File: src/rtl/xrs_pkg.sv
package xrs_pkg;

    typedef enum logic [2:0] {
        ST_PWRDN,
        ST_WAIT_TX,
        ST_TX_HOLD,
        ST_RXANA_HOLD,
        ST_WAIT_RX,
        ST_SETTLE,
        ST_LTD,
        ST_RUN
    } seq_state_e;

    typedef struct packed {
        logic pll_pwrdn;
        logic tx_dig_rst;
        logic rx_ana_rst;
        logic rx_dig_rst;
        logic ref_sel;
        logic data_sel;
    } ctl_t;

    // Nanoseconds to clock cycles, rounded up, never below one cycle.
    function automatic int ns_to_cyc(input int ns, input int mhz);
        int c;
        c = (ns * mhz + 999) / 1000;
        return (c < 1) ? 1 : c;
    endfunction

    function automatic int max2(input int a, input int b);
        return (a > b) ? a : b;
    endfunction

    function automatic ctl_t decode(input seq_state_e st);
        ctl_t c;
        c = '{pll_pwrdn: 1'b0, tx_dig_rst: 1'b1, rx_ana_rst: 1'b1,
              rx_dig_rst: 1'b1, ref_sel: 1'b1, data_sel: 1'b0};
        case (st)
            ST_PWRDN:      c.pll_pwrdn = 1'b1;
            ST_WAIT_TX,
            ST_TX_HOLD:    ;
            ST_RXANA_HOLD: c.tx_dig_rst = 1'b0;
            ST_WAIT_RX,
            ST_SETTLE: begin
                c.tx_dig_rst = 1'b0;
                c.rx_ana_rst = 1'b0;
            end
            ST_LTD: begin
                c.tx_dig_rst = 1'b0;
                c.rx_ana_rst = 1'b0;
                c.ref_sel    = 1'b0;
                c.data_sel   = 1'b1;
            end
            ST_RUN: begin
                c.tx_dig_rst = 1'b0;
                c.rx_ana_rst = 1'b0;
                c.rx_dig_rst = 1'b0;
                c.ref_sel    = 1'b0;
                c.data_sel   = 1'b1;
            end
            default:       c.pll_pwrdn = 1'b1;
        endcase
        return c;
    endfunction

endpackage

File: src/rtl/xrs_sync.sv
module xrs_sync #(
    parameter int W = 3
) (
    input  logic         clk,
    input  logic         rst,
    input  logic [W-1:0] d_async,
    output logic [W-1:0] d_sync
);
    logic [W-1:0] stage1;
    logic [W-1:0] stage2;

    always_ff @(posedge clk) begin
        if (rst) begin
            stage1 <= '0;
            stage2 <= '0;
        end else begin
            stage1 <= d_async;
            stage2 <= stage1;
        end
    end

    assign d_sync = stage2;
endmodule

File: src/rtl/xrs_timer.sv
module xrs_timer #(
    parameter int W = 8
) (
    input  logic         clk,
    input  logic         clr,
    output logic [W-1:0] cnt
);
    // Saturating cycle counter, zero in the first cycle of each state.
    always_ff @(posedge clk) begin
        if (clr)
            cnt <= '0;
        else if (cnt != {W{1'b1}})
            cnt <= cnt + 1'b1;
    end
endmodule

File: src/rtl/xcvr_rst_seq.sv
module xcvr_rst_seq
    import xrs_pkg::*;
#(
    parameter int CLK_MHZ   = 100,
    parameter int PWRDN_NS  = 1000,
    parameter int TXREL_CYC = 2,
    parameter int RXANA_NS  = 4000,
    parameter int SETTLE_NS = 15000,
    parameter int RXDIG_NS  = 4000
) (
    input  logic clk,
    input  logic rst,
    input  logic restart_req,
    input  logic tx_lock_a,
    input  logic rx_lock_a,
    input  logic rx_freq_lock_a,
    output logic pll_pwrdn,
    output logic tx_dig_rst,
    output logic rx_ana_rst,
    output logic rx_dig_rst,
    output logic cdr_ref_sel,
    output logic cdr_data_sel,
    output logic busy,
    output logic done
);
    localparam int PWRDN_CYC  = ns_to_cyc(PWRDN_NS, CLK_MHZ);
    localparam int TXREL_C    = (TXREL_CYC < 1) ? 1 : TXREL_CYC;
    localparam int RXANA_CYC  = ns_to_cyc(RXANA_NS, CLK_MHZ);
    localparam int SETTLE_CYC = ns_to_cyc(SETTLE_NS, CLK_MHZ);
    localparam int RXDIG_CYC  = ns_to_cyc(RXDIG_NS, CLK_MHZ);
    localparam int MAX_CYC    = max2(max2(PWRDN_CYC, TXREL_C),
                                     max2(max2(RXANA_CYC, SETTLE_CYC), RXDIG_CYC));
    localparam int CNT_W      = $clog2(MAX_CYC + 1) + 1;

    localparam logic [CNT_W-1:0] PWRDN_LIM  = CNT_W'(PWRDN_CYC - 1);
    localparam logic [CNT_W-1:0] TXREL_LIM  = CNT_W'(TXREL_C - 1);
    localparam logic [CNT_W-1:0] RXANA_LIM  = CNT_W'(RXANA_CYC - 1);
    localparam logic [CNT_W-1:0] SETTLE_LIM = CNT_W'(SETTLE_CYC - 1);
    localparam logic [CNT_W-1:0] RXDIG_LIM  = CNT_W'(RXDIG_CYC - 1);

    // Lock synchronizer: bit 0 transmit, bit 1 receive PLL, bit 2 frequency
    logic [2:0] lock_s;
    logic       tx_s, rx_s, freq_s;

    xrs_sync #(.W(3)) i_sync (
        .clk     (clk),
        .rst     (rst),
        .d_async ({rx_freq_lock_a, rx_lock_a, tx_lock_a}),
        .d_sync  (lock_s)
    );

    assign tx_s   = lock_s[0];
    assign rx_s   = lock_s[1];
    assign freq_s = lock_s[2];

    seq_state_e       state_q, state_d;
    logic [CNT_W-1:0] cnt;
    logic             tmr_clr;
    logic             tx_lost;
    ctl_t             ctl;

    assign tmr_clr = rst || restart_req || (state_d != state_q);

    xrs_timer #(.W(CNT_W)) i_timer (
        .clk (clk),
        .clr (tmr_clr),
        .cnt (cnt)
    );

    assign tx_lost = !tx_s && (state_q != ST_PWRDN) && (state_q != ST_WAIT_TX);

    always_comb begin
        state_d = state_q;
        case (state_q)
            ST_PWRDN:      if (cnt >= PWRDN_LIM)  state_d = ST_WAIT_TX;
            ST_WAIT_TX:    if (tx_s)              state_d = ST_TX_HOLD;
            ST_TX_HOLD:    if (cnt >= TXREL_LIM)  state_d = ST_RXANA_HOLD;
            ST_RXANA_HOLD: if (cnt >= RXANA_LIM)  state_d = ST_WAIT_RX;
            ST_WAIT_RX:    if (rx_s)              state_d = ST_SETTLE;
            ST_SETTLE: begin
                if (!rx_s)                    state_d = ST_RXANA_HOLD;
                else if (cnt >= SETTLE_LIM)   state_d = ST_LTD;
            end
            ST_LTD: begin
                if (!rx_s)                          state_d = ST_RXANA_HOLD;
                else if (cnt >= RXDIG_LIM && freq_s) state_d = ST_RUN;
            end
            ST_RUN: begin
                if (!rx_s)        state_d = ST_RXANA_HOLD;
                else if (!freq_s) state_d = ST_LTD;
            end
            default:              state_d = ST_PWRDN;
        endcase
        if (tx_lost)     state_d = ST_PWRDN;
        if (restart_req) state_d = ST_PWRDN;
    end

    always_ff @(posedge clk) begin
        if (rst) state_q <= ST_PWRDN;
        else     state_q <= state_d;
    end

    assign ctl          = decode(state_q);
    assign pll_pwrdn    = ctl.pll_pwrdn;
    assign tx_dig_rst   = ctl.tx_dig_rst;
    assign rx_ana_rst   = ctl.rx_ana_rst;
    assign rx_dig_rst   = ctl.rx_dig_rst;
    assign cdr_ref_sel  = ctl.ref_sel;
    assign cdr_data_sel = ctl.data_sel;
    assign busy         = (state_q != ST_RUN);
    assign done         = (state_q == ST_RUN);

    // Run-length counters used only by the checks below
    logic [CNT_W-1:0] pwr_run;
    logic [CNT_W-1:0] ltd_run;

    always_ff @(posedge clk) begin
        if (rst || !pll_pwrdn)             pwr_run <= '0;
        else if (pwr_run != {CNT_W{1'b1}}) pwr_run <= pwr_run + 1'b1;
        if (rst || !(cdr_data_sel && rx_dig_rst)) ltd_run <= '0;
        else if (ltd_run != {CNT_W{1'b1}})        ltd_run <= ltd_run + 1'b1;
    end

    AST_PWRDN_HOLD: assert property (@(posedge clk) disable iff (rst)
        $fell(pll_pwrdn) |-> pwr_run >= CNT_W'(PWRDN_CYC));

    AST_REF_TO_DATA: assert property (@(posedge clk) disable iff (rst)
        $rose(cdr_data_sel) |-> $fell(cdr_ref_sel) && $past(rx_s));

    AST_RXDIG_HOLD: assert property (@(posedge clk) disable iff (rst)
        $fell(rx_dig_rst) |-> ltd_run >= CNT_W'(RXDIG_CYC));

    AST_DONE_CLEAN: assert property (@(posedge clk) disable iff (rst)
        done |-> !busy && !tx_dig_rst && !rx_ana_rst && !rx_dig_rst && cdr_data_sel);

    AST_RXDIG_FREQ: assert property (@(posedge clk) disable iff (rst)
        $fell(rx_dig_rst) |-> $past(freq_s));

    AST_TX_LOSS: assert property (@(posedge clk) disable iff (rst)
        ($fell(tx_s) && !pll_pwrdn) |=> pll_pwrdn);

    AST_RESTART: assert property (@(posedge clk) disable iff (rst)
        restart_req |=> pll_pwrdn);
endmodule

File: config.mk
export PLATFORM = sky130hd
export DESIGN_NAME = xcvr_rst_seq
export DESIGN_NICKNAME = d
export VERILOG_FILES = /design/src/rtl/xrs_pkg.sv /design/src/rtl/xrs_sync.sv /design/src/rtl/xrs_timer.sv /design/src/rtl/xcvr_rst_seq.sv
export SDC_FILE = /design/constraint.sdc
export NUM_CORES = 1
export LEC_CHECK = 0
export BUFFER_PORTS_ARGS = -buffer_cell sky130_fd_sc_hd__buf_2
export CAP_MARGIN = 0
export CORE_UTILIZATION = 40
export CTS_BUF_LIST = sky130_fd_sc_hd__clkbuf_16
export DETAILED_ROUTE_END_ITERATION = 7
export GPL_ROUTABILITY_DRIVEN = 0
export PLACE_DENSITY = 0.68
export SLEW_MARGIN = 0
export SYNTH_ARGS = -nofsm -noshare
export SYNTH_HDL_FRONTEND = slang
export SYNTH_SLANG_ARGS = --single-unit
File: constraint.sdc
create_clock -name clk -period 5.6 [get_ports clk]
set_clock_uncertainty 0.1 [all_clocks]
set_input_delay 0.56 -clock clk [delete_from_list [all_inputs] [get_ports clk]]
set_output_delay 0.56 -clock clk [all_outputs]
set_load 0.05 [all_outputs]
[Yosys cells after proc, flatten, opt, wreduce, memory -nomap -nowiden]
Cells that the tools add are included.
Cells by class
  reductions and logical operators: 11
  eq/ne operators: 11
  add/sub/neg operators: 1
  magnitude comparators: 4
  muxes and demuxes: 19
Operator list (number)
  3-bit two-way mux: 13
  3-bit one-hot mux with 8 select lines: 1
  12-bit by 1-bit adder with 12-bit output, second input constant: 1
  3-bit == test, second input constant: 4
  12-bit by 1-bit greater-or-equal comparator with 1-bit output, second input constant: 1
  12-bit by 11-bit greater-or-equal comparator with 1-bit output, second input constant: 1
  12-bit by 7-bit greater-or-equal comparator with 1-bit output, second input constant: 1
  12-bit by 9-bit greater-or-equal comparator with 1-bit output, second input constant: 1
  12-bit inequality test, second input constant: 1
  3-bit by 2-bit == test with 1-bit output, second input constant: 2
  5-bit OR reduction: 1
  1-bit two-way mux: 4
  4-bit OR reduction: 1
  3-bit by 1-bit == test with 1-bit output, second input constant: 1
  1-bit logical AND: 3
  3-bit logical NOT: 1
  3-bit by 1-bit inequality test with 1-bit output, second input constant: 1
  3-bit inequality test: 1
  3-bit inequality test, second input constant: 1
  3-bit nonzero test: 1
  1-bit logical OR: 2
  2-bit two-way mux: 1
  2-bit OR reduction: 1
  1-bit logical NOT: 1
Word-level totals
  bits of input ports: 6
  register bits: 21
  output and inout bits: 8
  word-level logic and storage cells: 50

[Longest topological paths before layout]
  depth in word-level cells: 9
  mapped depth: 9
  depth with buffers taken out: 8

[Cells and area by module]
Synthesis repeated with hierarchy kept, for this count alone.
Second synthesis, totals
  cells, all modules: 144
  area total of the unflattened synthesis: 1219.9 um^2
Modules (own cells, without submodules)
  xrs_timer: area an instance 573.0 um^2, seq. area each 240.2 um^2, cells an instance 61, instances 1
  xcvr_rst_seq: area an instance 489.2 um^2, seq. area each 60.1 um^2, cells an instance 71, instances 1
  xrs_sync: area an instance 157.7 um^2, seq. area each 120.1 um^2, cells an instance 12, instances 1

[Least setup slack after synthesis]
No wires, ideal clock.
  path kind: register to register
  start point: register state_q[0]
  end point: register i_timer.cnt[2]
  period minus slack after synthesis: 2.789 ns
  path slack: 2.811 ns
  cell stages (with the launch flop): 8
  data arrival time: 2.611 ns
  data required time: 5.422 ns
  buffers on the path: 2
  setup time: 0.078 ns
  path through: dfxtp_1 buf_4 nor3_1 a311oi_1 o21a_1 mux2_4 buf_6 nor3_1
Between the ends
  word-level cells in the longest chain between the ends: 7
  elaborated cells between the ends (all ways): 28
  those cells by class: eq/ne (9); mux (14); reduce/logical (5)
RTL lines
  start: declaration: RTL line xcvr_rst_seq.sv:56  | seq_state_e state_q, state_d;
  start signal: assignment: RTL line xcvr_rst_seq.sv:100  | else state_q <= state_d;
  3-bit two-way mux (tied with other cells): RTL line xcvr_rst_seq.sv:90  | else if (!freq_s) state_d = ST_LTD;
  3-bit two-way mux (tied with other cells): RTL line xcvr_rst_seq.sv:89  | if (!rx_s) state_d = ST_RXANA_HOLD;
  3-bit one-hot mux with 8 select lines or 1-bit logical AND (tied branches): RTL line xcvr_rst_seq.sv:74, xcvr_rst_seq.sv:70
  3-bit two-way mux: RTL line xcvr_rst_seq.sv:94  | if (tx_lost) state_d = ST_PWRDN;
  3-bit two-way mux: RTL line xcvr_rst_seq.sv:95  | if (restart_req) state_d = ST_PWRDN;
  3-bit inequality test (*): RTL line xcvr_rst_seq.sv:62  | assign tmr_clr = rst || restart_req || (state_d != state_q);
  1-bit logical OR (*): RTL line xcvr_rst_seq.sv:62
  end signal: assignment: RTL line xrs_timer.sv:13  | cnt <= cnt + 1'b1;
  end: declaration: RTL line xrs_timer.sv:6  | output logic [W-1:0] cnt
Every way passes the cells marked *; elsewhere a longest branch is shown, timed or not.
A chain may end at the register's enable or synchronous reset.

[Worst setup path in the final report]
  start point: register i_timer.cnt[0]
  end point: register i_timer.cnt[6]
Between the ends
  word-level cells in the longest chain between the ends: 9
  elaborated cells between the ends (all ways): 19
  those cells by class: add/sub (1); order compare (4); eq/ne (2); mux (10); reduce/logical (2)
RTL lines
  12-bit by 9-bit greater-or-equal comparator with 1-bit output: RTL line xcvr_rst_seq.sv:78, xcvr_rst_seq.sv:86
  1-bit logical AND: RTL line xcvr_rst_seq.sv:86  | else if (cnt >= RXDIG_LIM && freq_s) state_d = ST_RUN;
  3-bit two-way mux: RTL line xcvr_rst_seq.sv:86
  3-bit two-way mux: RTL line xcvr_rst_seq.sv:85  | if (!rx_s) state_d = ST_RXANA_HOLD;
  3-bit one-hot mux with 8 select lines: RTL line xcvr_rst_seq.sv:74  | case (state_q)
  3-bit two-way mux: RTL line xcvr_rst_seq.sv:94
  3-bit two-way mux: RTL line xcvr_rst_seq.sv:95
  3-bit inequality test: RTL line xcvr_rst_seq.sv:62
  1-bit logical OR: RTL line xcvr_rst_seq.sv:62
Parallel ways exist; a longest one is shown, timed or not.

==> results.json <==
{
  "status": "completed",
  "synthFlopType": "dfxtp_1",
  "ios": 14,
  "initial_core_util_pct": 42.4,
  "timing.hold.ws_ps": 333,
  "ys_async_sr_fraction_pct": 0,
  "dp_worst_setup_slack_ps": 3060,
  "worstReg2RegEnd": "i_timer.cnt[6]$_SDFFE_PP0P_",
  "std_cell_rows": 20,
  "nNetsFinal": 172,
  "required_ps": 5670,
  "cts_buffers": 3,
  "cts.clk_slew.worst_paths_ps": 60,
  "seq_area_frac_synth_pct": 32.2,
  "synth.area.top_cells": "dfxtp_1 32%, nor3_1 5.0%, xnor2_1 4.7%, nand2_1 4.0%, nor2b_1 3.8%",
  "place_inst": 202,
  "hp-class": "reg -> reg",
  "slew-limit-headroom_pct": 68.4,
  "crit_arrival_ps": 2630,
  "ys_warn_count": 0,
  "met2_usage_pct": 26.9,
  "synth-edff-count": 0,
  "r2r_setup_slack_ps": 3040,
  "cts_hold_buf": 0,
  "fmax_ghz": 0.390,
  "nFillCells": 311,
  "root_buffer": "clkbuf_16",
  "regToRegStartpoint": "i_timer.cnt[0]$_SDFFE_PP0P_",
  "grt_max_degree": 17,
  "layout_min_cycle_time_ps": 2560,
  "met3_usage_pct": 3.28,
  "rsz0062_at_grt": "false",
  "die_w_um": 59.1,
  "antenna_cells": 0,
  "avgViaCountPerCell": 5.35,
  "drc_errors": 0,
  "power_uw": 314,
  "synth_top_area_cell": "dfxtp_1",
  "hold_violations": 0,
  "drv_slew": 0,
  "fin_ws_ps": 3040,
  "worstPathMaxFanout": 12,
  "track_usage_pct": 17.2,
  "postCtsSetupRepairBufs": 0,
  "ir_worst_vdd_v": 0.000127,
  "port_buffers": 13,
  "drive_gt1_share_pct": 19.8,
  "fin_cells": 206,
  "met1_usage_pct": 22.8,
  "drt-total-wl_um": 2610,
  "grt_pass1_vias": 1029,
  "yosys.cell_count.top_type": "dfxtp_1",
  "synth_seq_cells": 21,
  "core_area_um2": 3080,
  "syn_to_final_growth_pct": 8.52,
  "rr_worst_depth": 8,
  "die_h_um": 59.1,
  "grt_pass1_wl_um": 4520,
  "vias": 1103,
  "dp_hpwl_um": 1930,
  "finalCritPeriodShare_pct": 45.8,
  "clock_sinks": 21,
  "ys_types": 48,
  "grt_antenna_before_repair": 0,
  "overflow": 0,
  "yosys.area.top_type_share_pct": 32.2,
  "ant_nets": 0,
  "cts-htree-levels": 1,
  "cp-end-kind": "register",
  "syn-cell-area_um2": 1310,
  "worstSetupPathType": "reg -> reg",
  "post_cts_resized": 0,
  "min_from": "i_sync.stage1[1]$_SDFF_PP0_",
  "dieArea_um2": 3500,
  "drtPass1Iterations": 4,
  "crit_path_start_kind": "register",
  "synth_common_cells": "21 x dfxtp_1, 14 x nand2_1, 13 x nor3_1",
  "clock_path_buffers": 2,
  "setup_tns_ps": 0,
  "p_leak_nw": 0.524,
  "cts_tree": "done",
  "clkLatencyLatePin_ps": 250,
  "syn_inst": 155,
  "whs_endpoint": "i_sync.d_sync[1]$_SDFF_PP0_",
  "first_iter_violations": 71,
  "setup_viol": 0,
  "wl_per_cell_um": 12.7,
  "power.density_nw_per_um2": 222,
  "min_path_cells": 1,
  "maxCapViolations": 0,
  "synth_area_per_cell_um2": 8.43,
  "worstMarginPinSlew_ps": 468,
  "top_usage_layer": "met2",
  "synth_nets": 164
}
==> sequential cells by signal, summed over array words and instances (netlist names) <==
signal and count:
i_sync.d_sync 3, i_sync.stage1 3, i_timer.cnt 12, state_q 3
==> worst max-delay path: stages (launching register included) <==
cell      delay (ps)
dfxtp_1          380
ha_1             250
nand3_1          170
a21oi_2          270
o21bai_1         100
a21bo_2          230
xnor2_1          120
or4_4            600
a211oi_1         250
==> layout by cell type (no fill, tap or decap), drive strengths merged, types with 4 or more instances in the layout <==
cell and instances:
nor3 15, mux2i 4, xnor2 7, dfxtp 21, nand3 9, buf 13
inv 8, nor2 9, o21ai 4, a21oi 8, nand2 14, nor2b 8
a211oi 4
==> where the power goes <==
part / leakage, nW / switching (mW) / internal, mW / total (mW)
logic: 0.313 / 0.00569 / 0.00475 / 0.0104
registers: 0.171 / 0.00212 / 0.152 / 0.154
clock network: 0.0409 / 0.0535 / 0.0959 / 0.149
==> stage by stage <==
stage | utilization, % | area [µm²]
finish | 46.1 | 1420
global route | 46.1 | 1420
CTS | 46.1 | 1420
detailed placement | 43.5 | 1340
global placement | 43.5 | 1340
floorplan | - | 1310
==> worst max-delay path by stage <==
stage | startpoint | endpoint | cells after the start
6_report | i_timer.cnt[0]$_SDFFE_PP0P_ | i_timer.cnt[6]$_SDFFE_PP0P_ | 8
5_1_grt | i_timer.cnt[0]$_SDFFE_PP0P_ | i_timer.cnt[6]$_SDFFE_PP0P_ | 8
4_1_cts | i_timer.cnt[0]$_SDFFE_PP0P_ | i_timer.cnt[6]$_SDFFE_PP0P_ | 8
3_5_place_dp | i_timer.cnt[0]$_SDFFE_PP0P_ | i_timer.cnt[6]$_SDFFE_PP0P_ | 8
3_3_place_gp | i_timer.cnt[0]$_SDFFE_PP0P_ | i_timer.cnt[6]$_SDFFE_PP0P_ | 8
2_1_floorplan | state_q[0]$_SDFF_PP0_ | i_timer.cnt[2]$_SDFFE_PP0P_ | 7
==> routing by layer <==
layer	vias up	share of wire, %	routed length [µm]
met5	-	0	0
met2	28	46	1200
met4	0	1.6	43
li1	563	-	-
met1	507	48	1250
met3	5	4.5	118
==> final cells by class <==
cell class / instances / area (µm²) / area share, %
Sequential cell: 21 / 420 / 29.7
Timing Repair Buffer: 13 / 65.1 / 4.59
Clock inverter: 1 / 5.00 / 0.353
Clock buffer: 3 / 75.1 / 5.30
Inverter: 8 / 30.0 / 2.12
Tap cell: 44 / 55.1 / 3.88
Multi-Input combinational cell: 116 / 767 / 54.1
==> logic make-up (layout without fill, tap and decap cells) <==
family	count (synthesis)	after routing	synth area share, %
and+or+nand+nor	71	71	30.5
AOI/OAI and AO/OA	28	28	15.1
adders and majority gates	3	3	2.87
xor gates and xnor gates	9	9	6.03
buffers and inverters	18	25	9.10
muxes	5	5	4.21
DFF	21	21	32.2
(Power assumes the default switching activity.)
